File: config.mk
export PLATFORM = sky130hd
export DESIGN_NAME = flip_diff_enc
export DESIGN_NICKNAME = d
export VERILOG_FILES = /design/src/rtl/flip_diff_pkg.sv /design/src/rtl/flip_diff_ctrl.sv /design/src/rtl/flip_diff_dp.sv /design/src/rtl/flip_diff_enc.sv
export SDC_FILE = /design/constraint.sdc
export NUM_CORES = 1
export LEC_CHECK = 0
export ABC_AREA = 1
export ABC_CLOCK_PERIOD_IN_PS = 4850
export BUFFER_PORTS_ARGS = -buffer_cell sky130_fd_sc_hd__buf_2
export CAP_MARGIN = 20
export CORE_ASPECT_RATIO = 2
export CORE_MARGIN = 5
export CORE_UTILIZATION = 47
export CTS_CLUSTER_DIAMETER = 100
export DETAILED_ROUTE_END_ITERATION = 10
export PLACE_DENSITY = 0.67
export SKIP_LAST_GASP = 1
export SLEW_MARGIN = 10
export SYNTH_ARGS = -nofsm -noshare
export SYNTH_HDL_FRONTEND = slang
export SYNTH_SLANG_ARGS = --single-unit
File: constraint.sdc
create_clock -name clk -period 4.85 [get_ports clk]
set_clock_uncertainty 0.1 [all_clocks]
set_input_delay 0.7275 -clock clk [delete_from_list [all_inputs] [get_ports clk]]
set_output_delay 0.7275 -clock clk [all_outputs]
set_load 0.03 [all_outputs]
File: src/rtl/flip_diff_pkg.sv
package flip_diff_pkg;

  // Strobes sent from the control FSM to the datapath each cycle
  typedef struct packed {
    logic clear;      // restart conversion
    logic count;      // coarse counter advances
    logic captEarly;  // latch leader timestamp
    logic captLate;   // latch follower timestamp
    logic earlyRow2;  // leader timestamp taken from row 2 tap
    logic lateRow2;   // follower timestamp taken from row 2 tap
    logic finish;     // conversion resolves at this edge
    logic noEarly;    // no flip seen at all when finishing
    logic noLate;     // follower never flipped when finishing
  } droStrobe_t;

endpackage

File: src/rtl/flip_diff_ctrl.sv
module flip_diff_ctrl
  import flip_diff_pkg::*;
#(
  parameter int TAP_W = 3
) (
  input  logic             clk,
  input  logic             rst_n,
  input  logic             convStart,
  input  logic             rampEnd,
  input  logic             row1Flip,
  input  logic [TAP_W-1:0] row1Tap,
  input  logic             row2Flip,
  input  logic [TAP_W-1:0] row2Tap,
  output droStrobe_t       strb,
  output logic             valid,
  output logic             orderFlag,
  output logic             leadRow1
);

  typedef enum logic [1:0] {ST_IDLE, ST_RUN, ST_DONE} ctrlState_t;

  ctrlState_t state;
  logic haveFirst;
  logic haveLate;
  logic row2Ahead;
  logic followerHit;

  assign row2Ahead   = row2Tap < row1Tap;
  assign followerHit = orderFlag ? row1Flip : row2Flip;

  always_comb begin
    strb       = '0;
    strb.clear = convStart;
    if (!convStart && state == ST_RUN) begin
      strb.count = 1'b1;
      if (!haveFirst) begin
        if (row1Flip && row2Flip) begin
          // same-cycle flips: lower tap leads, ties go to row 1
          strb.captEarly = 1'b1;
          strb.captLate  = 1'b1;
          strb.earlyRow2 = row2Ahead;
          strb.lateRow2  = !row2Ahead;
          strb.finish    = 1'b1;
        end else if (row1Flip) begin
          strb.captEarly = 1'b1;
          strb.earlyRow2 = 1'b0;
        end else if (row2Flip) begin
          strb.captEarly = 1'b1;
          strb.earlyRow2 = 1'b1;
        end
      end else if (followerHit) begin
        // follower path stops on its own flip
        strb.captLate = 1'b1;
        strb.lateRow2 = !orderFlag;
        strb.finish   = 1'b1;
      end
      if (rampEnd) strb.finish = 1'b1;
      strb.noEarly = !haveFirst && !strb.captEarly;
      strb.noLate  = !haveLate && !strb.captLate;
    end
  end

  always_ff @(posedge clk or negedge rst_n) begin
    if (!rst_n) begin
      state     <= ST_IDLE;
      haveFirst <= 1'b0;
      haveLate  <= 1'b0;
      orderFlag <= 1'b0;
      leadRow1  <= 1'b1;
    end else if (strb.clear) begin
      state     <= ST_RUN;
      haveFirst <= 1'b0;
      haveLate  <= 1'b0;
      orderFlag <= 1'b0;
      leadRow1  <= 1'b1;
    end else begin
      if (strb.captEarly) begin
        haveFirst <= 1'b1;
        orderFlag <= strb.earlyRow2;
        leadRow1  <= !strb.earlyRow2;
      end
      if (strb.captLate) haveLate <= 1'b1;
      if (strb.finish) state <= ST_DONE;
    end
  end

  assign valid = (state == ST_DONE);

  // leader latch is frozen once the first flip is taken
  assert_order_lock_R5: assert property (@(posedge clk) disable iff (!rst_n)
    (state == ST_RUN && haveFirst && !convStart) |=> ($stable(orderFlag) && $stable(leadRow1)));

  // indicator and order flag are always complementary
  assert_indicator_R1: assert property (@(posedge clk) disable iff (!rst_n)
    leadRow1 != orderFlag);

  // a finished result holds until a new start
  assert_valid_hold_R10: assert property (@(posedge clk) disable iff (!rst_n)
    (valid && !convStart) |=> valid);

  // results never appear without passing through a run
  assert_idle_quiet_R10: assert property (@(posedge clk) disable iff (!rst_n)
    (state == ST_IDLE && !convStart) |=> !valid);

endmodule

File: src/rtl/flip_diff_dp.sv
module flip_diff_dp
  import flip_diff_pkg::*;
#(
  parameter int CNT_W  = 8,
  parameter int TAP_W  = 4,
  parameter int DIFF_W = 6
) (
  input  logic                     clk,
  input  logic                     rst_n,
  input  droStrobe_t               strb,
  input  logic                     valid,
  input  logic                     orderFlag,
  input  logic [TAP_W-1:0]         row1Tap,
  input  logic [TAP_W-1:0]         row2Tap,
  output logic [CNT_W+TAP_W-1:0]   earlyCode,
  output logic [DIFF_W-1:0]        diffCode,
  output logic                     diffOvf,
  output logic [CNT_W+TAP_W-1:0]   row1Code,
  output logic [CNT_W+TAP_W-1:0]   row2Code
);

  localparam int TW = CNT_W + TAP_W;
  localparam logic [CNT_W-1:0] CNT_MAX = '1;
  localparam logic [TW-1:0]    DIFF_MAX_T = TW'((64'd1 << DIFF_W) - 64'd1);

  logic [CNT_W-1:0] coarse;
  logic [TW-1:0]    earlyT;
  logic [TW-1:0]    lateT;
  logic             noEarlyR;
  logic             noLateR;
  logic [TAP_W-1:0] earlyTap;
  logic [TAP_W-1:0] lateTap;

  assign earlyTap = strb.earlyRow2 ? row2Tap : row1Tap;
  assign lateTap  = strb.lateRow2  ? row2Tap : row1Tap;

  always_ff @(posedge clk or negedge rst_n) begin
    if (!rst_n) begin
      coarse   <= '0;
      earlyT   <= '0;
      lateT    <= '0;
      noEarlyR <= 1'b0;
      noLateR  <= 1'b0;
    end else if (strb.clear) begin
      coarse   <= '0;
      earlyT   <= '0;
      lateT    <= '0;
      noEarlyR <= 1'b0;
      noLateR  <= 1'b0;
    end else begin
      if (strb.count && coarse != CNT_MAX) coarse <= coarse + 1'b1;
      if (strb.captEarly) earlyT <= {coarse, earlyTap};
      if (strb.captLate)  lateT  <= {coarse, lateTap};
      if (strb.finish) begin
        noEarlyR <= strb.noEarly;
        noLateR  <= strb.noLate;
      end
    end
  end

  logic [TW-1:0]     rawDiff;
  logic [TW-1:0]     leadVal;
  logic [DIFF_W-1:0] diffVal;
  logic              ovfVal;
  logic [TW:0]       sumW;
  logic [TW-1:0]     followVal;

  always_comb begin
    rawDiff = lateT - earlyT;
    if (noEarlyR) begin
      leadVal = '1;
      diffVal = '0;
      ovfVal  = 1'b0;
    end else if (noLateR) begin
      leadVal = earlyT;
      diffVal = '1;
      ovfVal  = 1'b1;
    end else if (rawDiff > DIFF_MAX_T) begin
      leadVal = earlyT;
      diffVal = '1;
      ovfVal  = 1'b1;
    end else begin
      leadVal = earlyT;
      diffVal = rawDiff[DIFF_W-1:0];
      ovfVal  = 1'b0;
    end
    sumW      = {1'b0, leadVal} + {1'b0, TW'(diffVal)};
    followVal = sumW[TW] ? '1 : sumW[TW-1:0];
  end

  always_comb begin
    if (valid) begin
      earlyCode = leadVal;
      diffCode  = diffVal;
      diffOvf   = ovfVal;
      row1Code  = orderFlag ? followVal : leadVal;
      row2Code  = orderFlag ? leadVal : followVal;
    end else begin
      earlyCode = '0;
      diffCode  = '0;
      diffOvf   = 1'b0;
      row1Code  = '0;
      row2Code  = '0;
    end
  end

  // overflow always comes with a saturated code
  assert_no_overflow_R8: assert property (@(posedge clk) disable iff (!rst_n)
    diffOvf |-> (diffCode == {DIFF_W{1'b1}}));

  // a resolved follower stamp never precedes the leader stamp
  assert_late_after_early_R7: assert property (@(posedge clk) disable iff (!rst_n)
    (valid && !noEarlyR && !noLateR) |-> (lateT >= earlyT));

  // coarse time only moves forward within a conversion
  assert_coarse_monotonic_R2: assert property (@(posedge clk) disable iff (!rst_n)
    !strb.clear |=> (coarse >= $past(coarse)));

  // the rebuilt follower is never below the leader
  assert_rebuild_order_R9: assert property (@(posedge clk) disable iff (!rst_n)
    valid |-> (orderFlag ? (row1Code >= row2Code) : (row2Code >= row1Code)));

endmodule

File: src/rtl/flip_diff_enc.sv
module flip_diff_enc
  import flip_diff_pkg::*;
#(
  parameter int CNT_W  = 8,
  parameter int TAPS   = 16,
  parameter int DIFF_W = 6,
  localparam int TAP_W = $clog2(TAPS),
  localparam int TW    = CNT_W + TAP_W
) (
  input  logic             clk,
  input  logic             rst_n,
  input  logic             convStart,
  input  logic             rampEnd,
  input  logic             row1Flip,
  input  logic [TAP_W-1:0] row1Tap,
  input  logic             row2Flip,
  input  logic [TAP_W-1:0] row2Tap,
  output logic             valid,
  output logic             orderFlag,
  output logic             leadRow1,
  output logic [TW-1:0]    earlyCode,
  output logic [DIFF_W-1:0] diffCode,
  output logic             diffOvf,
  output logic [TW-1:0]    row1Code,
  output logic [TW-1:0]    row2Code
);

  droStrobe_t strb;

  flip_diff_ctrl #(.TAP_W(TAP_W)) u_ctrl (
    .clk       (clk),
    .rst_n     (rst_n),
    .convStart (convStart),
    .rampEnd   (rampEnd),
    .row1Flip  (row1Flip),
    .row1Tap   (row1Tap),
    .row2Flip  (row2Flip),
    .row2Tap   (row2Tap),
    .strb      (strb),
    .valid     (valid),
    .orderFlag (orderFlag),
    .leadRow1  (leadRow1)
  );

  flip_diff_dp #(.CNT_W(CNT_W), .TAP_W(TAP_W), .DIFF_W(DIFF_W)) u_dp (
    .clk       (clk),
    .rst_n     (rst_n),
    .strb      (strb),
    .valid     (valid),
    .orderFlag (orderFlag),
    .row1Tap   (row1Tap),
    .row2Tap   (row2Tap),
    .earlyCode (earlyCode),
    .diffCode  (diffCode),
    .diffOvf   (diffOvf),
    .row1Code  (row1Code),
    .row2Code  (row2Code)
  );

endmodule

-- Word level (Yosys, flattened, before mapping)
Index checks and enable logic that the tools add are counted.
W data, S select, Z words.
- input bits: 14
- word-level logic and storage cells: 90
- register bits: 40
- output and inout port bits: 46
- muxes and demuxes: 55
- add/subtract/negate cells: 3
- equality and inequality tests: 3
- reduce and logical (&&, ||, !) cells: 17
- magnitude comparators: 2
- operators with widths (kind ; number):
    $mux W12 ; 11
    $mux W1 ; 30
    $mux W6 ; 4
    $mux W8 ; 3
    $add A12 B6 Y13 ; 1
    $gt A12 B6 Y1 const B ; 1
    $sub A12 B12 Y12 ; 1
    $mux W2 ; 5
    $add A8 B1 Y8 const B ; 1
    $logic_not A1 Y1 ; 8
    $mux W4 ; 2
    $ne A8 B8 Y1 const B ; 1
    $reduce_bool A2 Y1 ; 4
    $logic_and A1 B1 Y1 ; 5
    $lt A4 B4 Y1 ; 1
    $eq A2 B1 Y1 const B ; 1
    $eq A2 B2 Y1 const B ; 1

-- Logic depth before layout (Yosys ltp)
Gate-level depths: netlist (run 1).
- depth in word-level cells: 11
- gate-level depth with buffers: 27
- gate-level depth less buffers: 26

-- By module
A second synthesis (run 1) with hierarchy kept.
- cells, all modules: 579
- area total of the unflattened synthesis: 3659.8 um^2
- by module, submodules not included (module ; times used ; cells each ; area each (um^2) ; sequential area each (um^2)):
    flip_diff_dp ; 1 ; 512 ; 3196.8 ; 850.8
    flip_diff_ctrl ; 1 ; 67 ; 462.9 ; 151.4

-- Worst setup path before layout (run 1)
No wires, ideal clock.
- path kind: flip-flop to output port
- start: register u_dp.lateT[0]
- end: output port row2Code[11]
- data required time: 4.023 ns
- data arrival time: 3.692 ns
- buffers on the path: 1
- cell stages (with the launch flop): 27
- path slack: 0.330 ns
- path through: dfrtp_1 > inv_1 > ha_1 > inv_1 > fa_1 > nand2_1 > nand2_1 > nand3_1 > nand3_1 > nand2_1 > inv_1 > nand3_1 > nor2_2 > buf_4 > a21oi_1 > ha_1 > inv_1 > fa_1 > o211ai_2 > nand2_1 > nand2_1 > nand2_1 > nor2_4 > inv_2 > nand3_1 > nor2_1 > nor2_1
- word-level cells in the longest chain between the ends: 9
- RTL lines (item ; line ; RTL):
    start: declaration ; flip_diff_dp.sv:28 ; logic [TW-1:0] lateT;
    start signal: assignment ; flip_diff_dp.sv:53 ; if (strb.captLate) lateT <= {coarse, lateTap};
    $sub A12 B12 Y12 * ; flip_diff_dp.sv:69 ; rawDiff = lateT - earlyT;
    $gt A12 B6 Y1 ; flip_diff_dp.sv:78 ; end else if (rawDiff > DIFF_MAX_T) begin
    $mux W6 * ; flip_diff_dp.sv:78 ;
    $mux W6 * ; flip_diff_dp.sv:74 ; end else if (noLateR) begin
    $mux W6 * ; flip_diff_dp.sv:70 ; if (noEarlyR) begin
    $add A12 B6 Y13 * ; flip_diff_dp.sv:87 ; sumW = {1'b0, leadVal} + {1'b0, TW'(diffVal)};
    $mux W12 * ; flip_diff_dp.sv:88 ; followVal = sumW[TW] ? '1 : sumW[TW-1:0];
    $mux W12 * ; flip_diff_dp.sv:97 ; row2Code = orderFlag ? leadVal : followVal;
    $mux W12 * ; flip_diff_dp.sv:92 ; if (valid) begin
    end: declaration ; flip_diff_enc.sv:25 ; output logic [TW-1:0] row2Code
Mark *: on every way between the ends. The rest lies on a longest branch, timed or not.

-- Worst setup path after layout (run 1)
- start: register u_dp.lateT[0]
- end: output port row2Code[3]
The elaborated chain is that of the path after synthesis.

==> results of run 1 <==
## flip-flops by register name, summed over array words and instances, names as in the netlist
| name | flops |
|---|---|
| u_dp.lateT | 12 |
| u_ctrl.haveLate | 1 |
| u_ctrl.state | 2 |
| u_ctrl.haveFirst | 1 |
| u_ctrl.orderFlag | 1 |
| u_dp.earlyT | 12 |
| u_dp.noEarlyR | 1 |
| u_dp.noLateR | 1 |
| u_ctrl.leadRow1 | 1 |
| u_dp.coarse | 8 |
## layout by cell type, fill, tap and decap left out, drive strengths merged, types with 3 or more instances in the layout
master	Yosys	routed
clkbuf	9	6
o21bai	3	3
xor2	10	10
nand4	4	4
buf	8	78
nor3	7	7
nand3	47	47
o22ai	8	8
o31ai	3	3
o211ai	8	8
inv	96	96
o21ai	55	55
a31oi	3	3
a21oi	47	47
dfrtp	39	39
nor2	68	68
nand2	104	104
ha	21	21
## layer usage
layer | up-vias | wire (µm) | part of all wire | GRT usage
li1 | 1908 | - | - | -
met1 | 1738 | 3590 | 0.35 | 0.214
met2 | 123 | 5790 | 0.56 | 0.412
met3 | 47 | 426 | 0.041 | 0.0281
met4 | 0 | 526 | 0.051 | 0.136
met5 | - | 0 | 0 | 0
## final cells by class
cell class	count	area (µm²)	area share
flip-flops and latches	40	1000	0.225
inverters	96	363	0.0814
clock buffers	5	125	0.0281
repair buffers	79	534	0.120
clock inverters	3	42.5	0.00954
multi-input cells	393	2280	0.511
well taps	92	115	0.0258
## worst paths after layout
kind	cells past startpoint	end	slack, ns
max in group asynchronous	1	u_dp.coarse[2]	3.64
worst min register to register	2	u_ctrl.leadRow1	0.38
worst max register to register	8	u_dp.lateT[0]	2.56
min in group asynchronous	1	u_ctrl.haveLate	0.46
worst max-delay path	27	row2Code[3]	0.18
worst min-delay path	2	u_ctrl.leadRow1	0.38
## metrics by stage
step	setup WS, ns	util
2_1_floorplan	0.330	-
3_3_place_gp	0.0117	0.534
3_5_place_dp	-0.0725	0.534
4_1_cts	0.00405	0.570
5_1_grt	-0.138	0.609
6_report	0.176	0.609
## repair_timing
action	CTS	global route
pin swaps	6	25
hold buffers	0	0
resized for setup	10	78
buffers inserted	7	8
setup endpoints to repair	24	24
## where the power goes
group | switching [mW] | internal [mW] | total [mW]
registers | 0.0213 | 0.355 | 0.377
clock network | 0.132 | 0.241 | 0.373
logic | 0.452 | 0.263 | 0.715
total | 0.605 | 0.860 | 1.46
## worst max-delay path: stages (launching register included)
cell,delay [ns]
dfrtp_1,0.39
inv_1,0.07
ha_2,0.16
inv_2,0.04
fa_2,0.34
nand2_2,0.08
nand2_2,0.08
nand3_2,0.09
nand2_2,0.05
nand2_2,0.07
nand3_2,0.08
nor2_4,0.10
nand3_2,0.10
nor2_4,0.20
a21oi_1,0.10
ha_1,0.37
inv_1,0.11
o21bai_2,0.18
nand2_1,0.09
nand2_2,0.10
nand2_2,0.07
nor2_4,0.15
buf_12,0.14
nor2_4,0.03
nand2_1,0.06
o211ai_1,0.09
inv_1,0.09
buf_6,0.13
## kinds of logic (layout without fill, tap and decap cells)
kind of cell,after synthesis,in the layout,synth area share
AO/OA/AOI/OAI,127,127,0.197
flip-flops,40,40,0.283
adder cells (fa/ha/maj),23,23,0.0854
AND/OR/NAND/NOR,232,232,0.283
buffers and inverters,113,183,0.125
XOR/XNOR,11,11,0.0272
==> impl_metrics.json, run 1 <==
{
  "status": "completed",
  "drive_gt1_frac": 0.244,
  "finalPower_mw": 1.46,
  "core_um2": 7320,
  "n_antenna_cell": 0,
  "antenna_found_initial": 0,
  "path_max_fanout": 6,
  "cts_max_level": 2,
  "finalSetupViolations": 0,
  "cts_tree": "yes",
  "clock_sinks": 40,
  "synth_cells": 546,
  "io_buffers": 59,
  "syn_avg_cell_area_um2": 6.49,
  "synth-edff-count": 0,
  "syn-cell-area_um2": 3550,
  "dp_cells": 685,
  "final_cells": 708,
  "fin_tns_setup_ns": 0,
  "hpwl_um": 8150,
  "grt_pass1_wl_um": 16800,
  "power_leakage_nw": 2.42,
  "drc": 0,
  "dieHeight_um": 133,
  "vias_per_cell": 5.39,
  "track_usage": 0.219,
  "rsz0062_at_grt": "yes",
  "wl_per_cell_um": 14.6,
  "ys_ff_latch": 40,
  "synth_top_area_cell": "dfrtp_1",
  "synth_area_leaders": "dfrtp_1, nand2_1, inv_1",
  "synthArstFlopShare": 1.00,
  "critPathLaunch": "u_dp.lateT[0]",
  "fillers": 675,
  "place_area_um2": 3910,
  "cts_buffers": 5,
  "gp_congestion": 0.918,
  "synth_commonest_cells": "nand2_1, inv_1, nor2_1, nand3_1, a21oi_1",
  "cts_buffer_depth": 2,
  "hold_ws_ns": 0.378,
  "timing_worst_setup_path_type": "reg2out",
  "ys_warn_count": 0,
  "hold_viol_final": 0,
  "dr.first_iter.drc_count": 178,
  "die-area_um2": 9490,
  "totalWireLength_um": 10300,
  "grt_pass1_vias": 3735,
  "cp-start-kind": "flop",
  "cap_violations": 0,
  "num_vias": 3816,
  "worstHoldStart": "u_ctrl.leadRow1",
  "post-synth-top-count-cell": "nand2_1",
  "antenna_left": 0,
  "worstPathRequired_ns": 4.02,
  "root_buffer": "clkbuf_16",
  "clkTransAtPathRegs_ns": 0.06,
  "fin_crit_ns": 4.67,
  "design_area_um2": 4460,
  "dr.pass1.iters": 7,
  "grt_overflow": 0,
  "critPathCaptureType": "output port",
  "io_pins": 60,
  "final_max_slew_viol_count": 0,
  "arrival_ns": 3.85,
  "timing.final.crit_share": 0.964,
  "relSlewSlack": 0.414,
  "synthToLayoutAreaGrowth_pct": 25.8,
  "grt_start_max_net_pins": 41,
  "synth_top_cell_area_share": 0.275,
  "ys_seq_area_frac": 0.283,
  "clkLatencyLatePin_ns": 0.28,
  "r2r-start": "u_ctrl.orderFlag",
  "synth_ff_type": "dfrtp_1",
  "layout.nets": 652,
  "synth_cell_types": 36,
  "rows": 44,
  "hold_path.class": "reg2reg",
  "tightest_slew_ns": 0.879,
  "peakVddDrop_mv": 0.340,
  "syn_nets": 583,
  "fp.dieW_um": 71.4,
  "cellPowerDensity_nw_per_um2": 329,
  "initial_core_util": 0.484,
  "max_clock_freq_ghz": 0.214
}
Note: power is estimated with default switching activity, not from simulation.
==> run 2: changes to the inputs <==
--- a/config.mk
+++ b/config.mk
@@ -11,10 +11,10 @@
 export CAP_MARGIN = 20
 export CORE_ASPECT_RATIO = 2
 export CORE_MARGIN = 5
-export CORE_UTILIZATION = 47
+export CORE_UTILIZATION = 56
 export CTS_CLUSTER_DIAMETER = 100
 export DETAILED_ROUTE_END_ITERATION = 10
-export PLACE_DENSITY = 0.67
+export PLACE_DENSITY = 0.78
 export SKIP_LAST_GASP = 1
 export SLEW_MARGIN = 10
 export SYNTH_ARGS = -nofsm -noshare
==> impl_metrics.json, run 2 (same netlist as run 1, synthesis figures left out) <==
{
  "status": "completed",
  "cts_buffer_depth": 2,
  "hold_viol_final": 0,
  "worstPathRequired_ns": 4.02,
  "cellPowerDensity_nw_per_um2": 334,
  "finalSetupViolations": 0,
  "worst-path-buf-inv": 4,
  "timing.final.crit_share": 0.990,
  "fillers": 529,
  "die-area_um2": 8120,
  "worstHoldStart": "u_ctrl.leadRow1",
  "power_leakage_nw": 2.44,
  "hold_buffers": 0,
  "cts_buffers": 5,
  "dieHeight_um": 123,
  "peakVddDrop_mv": 0.328,
  "rsz0062_at_grt": "yes",
  "root_buffer": "clkbuf_16",
  "holdPathEnd": "u_ctrl.leadRow1",
  "layout.nets": 653,
  "fin_ws_ns": 0.0498,
  "crit_family": "simple AND/OR/NAND/NOR gates",
  "totalWireLength_um": 10700,
  "regToRegEndpoint": "u_dp.lateT[0]",
  "crit_slowest_cell": "dfrtp_1",
  "grt_start_max_net_pins": 41,
  "drc": 0,
  "gp_congestion": 0.963,
  "final_max_slew_viol_count": 0,
  "fp.dieW_um": 66.3,
  "place_ws_ns": -0.0993,
  "reg_top3": "u_dp.earlyT (12), u_dp.lateT (12), u_dp.coarse (8)",
  "n_antenna_cell": 0,
  "r2r_setup_slack_ns": 2.50,
  "path_max_fanout": 8,
  "grt_pass1_vias": 3755,
  "cap_violations": 0,
  "drive_gt1_frac": 0.259,
  "cts_max_level": 2,
  "clkTransAtPathRegs_ns": 0.06,
  "hold_depth": 2,
  "dr.first_iter.drc_count": 275,
  "num_vias": 3964,
  "critPathLaunch": "u_dp.lateT[0]",
  "synthToLayoutAreaGrowth_pct": 26.7,
  "cpPeakStageDelay_ns": 0.40,
  "worst-r2r-cell-count": 8,
  "r2r-start": "u_ctrl.orderFlag",
  "finalPower_mw": 1.50,
  "io_buffers": 59,
  "rows": 41,
  "antenna_left": 0,
  "crit_top_cell": "nand2_2",
  "hold_path.class": "reg2reg",
  "final_common_cell": "nand2_1",
  "cts_tree": "yes",
  "path_depth": 26,
  "io_pins": 60,
  "max_clock_freq_ghz": 0.208,
  "clock_sinks": 40,
  "wl_per_cell_um": 15.2,
  "fin_crit_ns": 4.80,
  "cp-start-kind": "flop",
  "dr.pass1.iters": 5,
  "vias_per_cell": 5.64,
  "critPathCaptureType": "output port",
  "antenna_found_initial": 0,
  "core_um2": 6260,
  "clkLatencyLatePin_ns": 0.28,
  "tightest_slew_ns": 0.885,
  "layout_common_cells": "nand2_1, inv_1, nor2_1",
  "initial_core_util": 0.567,
  "hpwl_um": 7850,
  "timing_worst_setup_path_type": "reg2out",
  "relSlewSlack": 0.410,
  "grt_overflow": 0,
  "arrival_ns": 3.97,
  "track_usage": 0.262,
  "grt_pass1_wl_um": 16600
}
run 2: final cells by class:
type,instances,area [µm²],area share
multi-input combinational,394,2350,0.523
sequential,40,1000,0.223
timing repair buffer,79,498,0.111
inverter,96,368,0.0818
clock buffer,5,125,0.0278
tap,86,108,0.0239
clock inverter,3,42.5,0.00947
run 2: power breakdown:
part | internal (mW) | switching (mW) | total (mW)
logic | 0.276 | 0.478 | 0.755
clock network | 0.241 | 0.130 | 0.371
registers | 0.355 | 0.0217 | 0.377
run 2: worst register-to-register path, cell delays in order (launching register included):
cell and delay (ns):
dfrtp_1 0.61, inv_2 0.29, nand2_1 0.19, a21oi_1 0.09, nor2_1 0.21, nor2_2 0.10, inv_1 0.43, nand3_1 0.13
o21ai_1 0.12
run 2: repair_timing:
item | CTS | global route
gates resized for setup | 19 | 68
buffers inserted | 8 | 8
endpoints found under the setup margin | 24 | 24
gates cloned | 1 | 0
pin swaps | 7 | 30
run 2: stage by stage:
stage,hold WS (ns),TNS [ns],cell area [µm²],utilization,instances
after global routing,0.405,-1.64,4490,0.718,703
after global placement,0.353,0,3900,0.623,678
after floorplan,0.332,0,3550,-,546
final,0.364,0,4490,0.718,703
after CTS,0.369,-0.000614,4180,0.669,695
after detailed placement,0.361,-0.870,3900,0.623,678
run 2: layer usage:
metal | global-route usage | wire length (µm) | up-vias | part of all wire
li1 | - | - | 1922 | -
met1 | 0.261 | 3710 | 1817 | 0.35
met2 | 0.500 | 5860 | 164 | 0.55
met3 | 0.0183 | 456 | 61 | 0.043
met4 | 0.164 | 631 | 0 | 0.059
met5 | 0 | 0 | - | 0
run 2: worst max path at each step:
| stage | end | slack, ns |
|---|---|---|
| after floorplan | row2Code[11] | 0.33 |
| after global placement | row1Code[11] | 0.02 |
| after detailed placement | row1Code[8] | -0.1 |
| after CTS | row1Code[8] | -0.0006 |
| after global routing | row1Code[11] | -0.16 |
| final | row1Code[11] | 0.05 |
==> run 3: changes to the inputs <==
--- a/config.mk
+++ b/config.mk
@@ -9,12 +9,15 @@
 export ABC_CLOCK_PERIOD_IN_PS = 4850
 export BUFFER_PORTS_ARGS = -buffer_cell sky130_fd_sc_hd__buf_2
 export CAP_MARGIN = 20
+export CELL_PAD_IN_SITES_DETAIL_PLACEMENT = 1
+export CELL_PAD_IN_SITES_GLOBAL_PLACEMENT = 2
 export CORE_ASPECT_RATIO = 2
 export CORE_MARGIN = 5
-export CORE_UTILIZATION = 56
+export CORE_UTILIZATION = 31
 export CTS_CLUSTER_DIAMETER = 100
 export DETAILED_ROUTE_END_ITERATION = 10
-export PLACE_DENSITY = 0.78
+export MAX_ROUTING_LAYER = met4
+export PLACE_DENSITY = 0.79
 export SKIP_LAST_GASP = 1
 export SLEW_MARGIN = 10
 export SYNTH_ARGS = -nofsm -noshare
==> impl_metrics.json, run 3 (same netlist as run 1, synthesis figures left out) <==
{
  "timing.final.crit_share": 0.975,
  "final_max_slew_viol_count": 0,
  "cp-start-kind": "flop",
  "critPathCaptureType": "output port",
  "multi_input_area_um2": 2290,
  "totalWireLength_um": 13000,
  "design_area_um2": 4560,
  "hold_viol_final": 0,
  "tightest_slew_ns": 0.918,
  "register_area_um2": 1000,
  "cts_tree": "yes",
  "layout.nets": 659,
  "peakVddDrop_mv": 0.219,
  "fp.dieW_um": 85.6,
  "gp_congestion": 0.911,
  "die-area_um2": 13800,
  "wl_per_cell_um": 17.0,
  "hold_ws_ns": 0.365,
  "antenna_found_initial": 0,
  "status": "completed",
  "power_leakage_nw": 2.43,
  "cap_violations": 0,
  "rows": 55,
  "fillers": 1529,
  "root_buffer": "clkbuf_16",
  "hold_buffers": 0,
  "hpwl_um": 10600,
  "grt_overflow": 0,
  "cts_buffer_depth": 2,
  "clkLatencyLatePin_ns": 0.29,
  "core_um2": 11300,
  "drive_gt1_frac": 0.249,
  "timing_worst_setup_path_type": "reg2out",
  "cts_max_level": 2,
  "relSlewSlack": 0.388,
  "grt_pass1_wl_um": 21100,
  "cts_buffers": 5,
  "rsz0062_at_grt": "yes",
  "clkTransAtPathRegs_ns": 0.06,
  "path_max_fanout": 5,
  "grt_pass1_vias": 4259,
  "num_vias": 3916,
  "initial_core_util": 0.314,
  "vias_per_cell": 5.12,
  "n_antenna_cell": 0,
  "dieHeight_um": 161,
  "place_area_um2": 4060,
  "hold_path.class": "reg2reg",
  "io_buffers": 59,
  "dr.first_iter.drc_count": 114,
  "grt_start_max_net_pins": 41,
  "drc": 0,
  "arrival_ns": 3.90,
  "clock_sinks": 40,
  "dr.pass1.iters": 4,
  "final_common_cell": "nand2_1",
  "finalSetupViolations": 0,
  "synthToLayoutAreaGrowth_pct": 28.5,
  "antenna_left": 0,
  "reg_top3": "u_dp.earlyT (12), u_dp.lateT (12), u_dp.coarse (8)",
  "max_clock_freq_ghz": 0.212,
  "layout_common_cells": "nand2_1, inv_1, nor2_1",
  "worstPathRequired_ns": 4.02,
  "io_pins": 60,
  "fin_crit_ns": 4.73,
  "track_usage": 0.197,
  "cellPowerDensity_nw_per_um2": 333
}
-- run 3: cell count changes in the layout (fill, tap and decap cells not counted), moves of 2 or more --
cell     change
a21oi_1      +2
inv_2        -2
buf_4        +6
nand2_4      -2
nor2_2       -2
inv_1        +3
a21oi_2      -2
nor2_1       +2
-- run 3: per-layer routing --
| metal | wire length (µm) | global-route usage |
|---|---|---|
| met2 | 7680 | 0.392 |
| met1 | 4490 | 0.182 |
| met5 | 0 | - |
| met3 | 276 | 0.0133 |
| met4 | 571 | 0.0937 |
-- run 3: through the flow --
stage / worst slack (ns) / power [mW] / TNS (ns) / utilization / instances
4_1_cts: -0.000190 / 1.46 / -0.000190 / 0.382 / 757
3_3_place_gp: 0.0259 / 1.01 / 0 / 0.359 / 746
5_1_grt: -0.135 / 1.62 / -1.54 / 0.404 / 765
2_1_floorplan: 0.330 / 0.822 / 0 / - / 546
6_report: 0.122 / 1.52 / 0 / 0.404 / 765
3_5_place_dp: -0.0238 / 1.03 / -0.0907 / 0.359 / 746
-- run 3: where the power goes --
part	internal [mW]	total (mW)	switching (mW)	leakage, nW
Combinational	0.269	0.752	0.483	1.81
Sequential	0.355	0.373	0.0178	0.544
Clock	0.245	0.393	0.148	0.0804
-- run 3: critical path, cell delays in order (launching register included) --
cell and delay (ns):
dfrtp_1 0.40, inv_1 0.08, ha_1 0.17, inv_2 0.07, fa_2 0.37, nand2_2 0.07
nand2_2 0.08, nand3_2 0.08, nand2_1 0.06, nand2_1 0.07, nand3_1 0.09, nor2_2 0.10
nand3_2 0.11, nor2_4 0.18, a21oi_1 0.09, ha_1 0.38, nand2_1 0.13, o211ai_2 0.11
nand2_1 0.09, nand2_2 0.06, buf_4 0.15, or2_2 0.26, nand3_1 0.12, o21ai_1 0.07
inv_1 0.07, buf_4 0.15
-- run 3: path summary, 6_finish.rpt --
path	startpoint	endpoint	slack, ns	cells after the start
max in group asynchronous	rst_n	u_dp.earlyT[1]	3.59	1
min	u_ctrl.leadRow1	u_ctrl.leadRow1	0.37	2
min reg2reg	u_ctrl.leadRow1	u_ctrl.leadRow1	0.37	2
max reg2reg	u_ctrl.orderFlag	u_dp.lateT[11]	2.66	8
max	u_dp.lateT[0]	row1Code[8]	0.12	25
min in group asynchronous	rst_n	u_dp.coarse[6]	0.46	1
-- run 3: repair_timing --
item,4_1_cts,5_1_grt
gates resized for setup,19,57
pin swaps,10,15
cloned,1,0
buffers inserted,2,8
endpoints found under the setup margin,24,24
-- run 3: layout make-up --
class / instances / area share
Sequential cell: 40 / 0.220
Clock buffer: 5 / 0.0275
Multi-Input combinational cell: 394 / 0.503
Clock inverter: 3 / 0.0102
Timing Repair Buffer: 85 / 0.121
Tap cell: 142 / 0.0390
Inverter: 96 / 0.0796
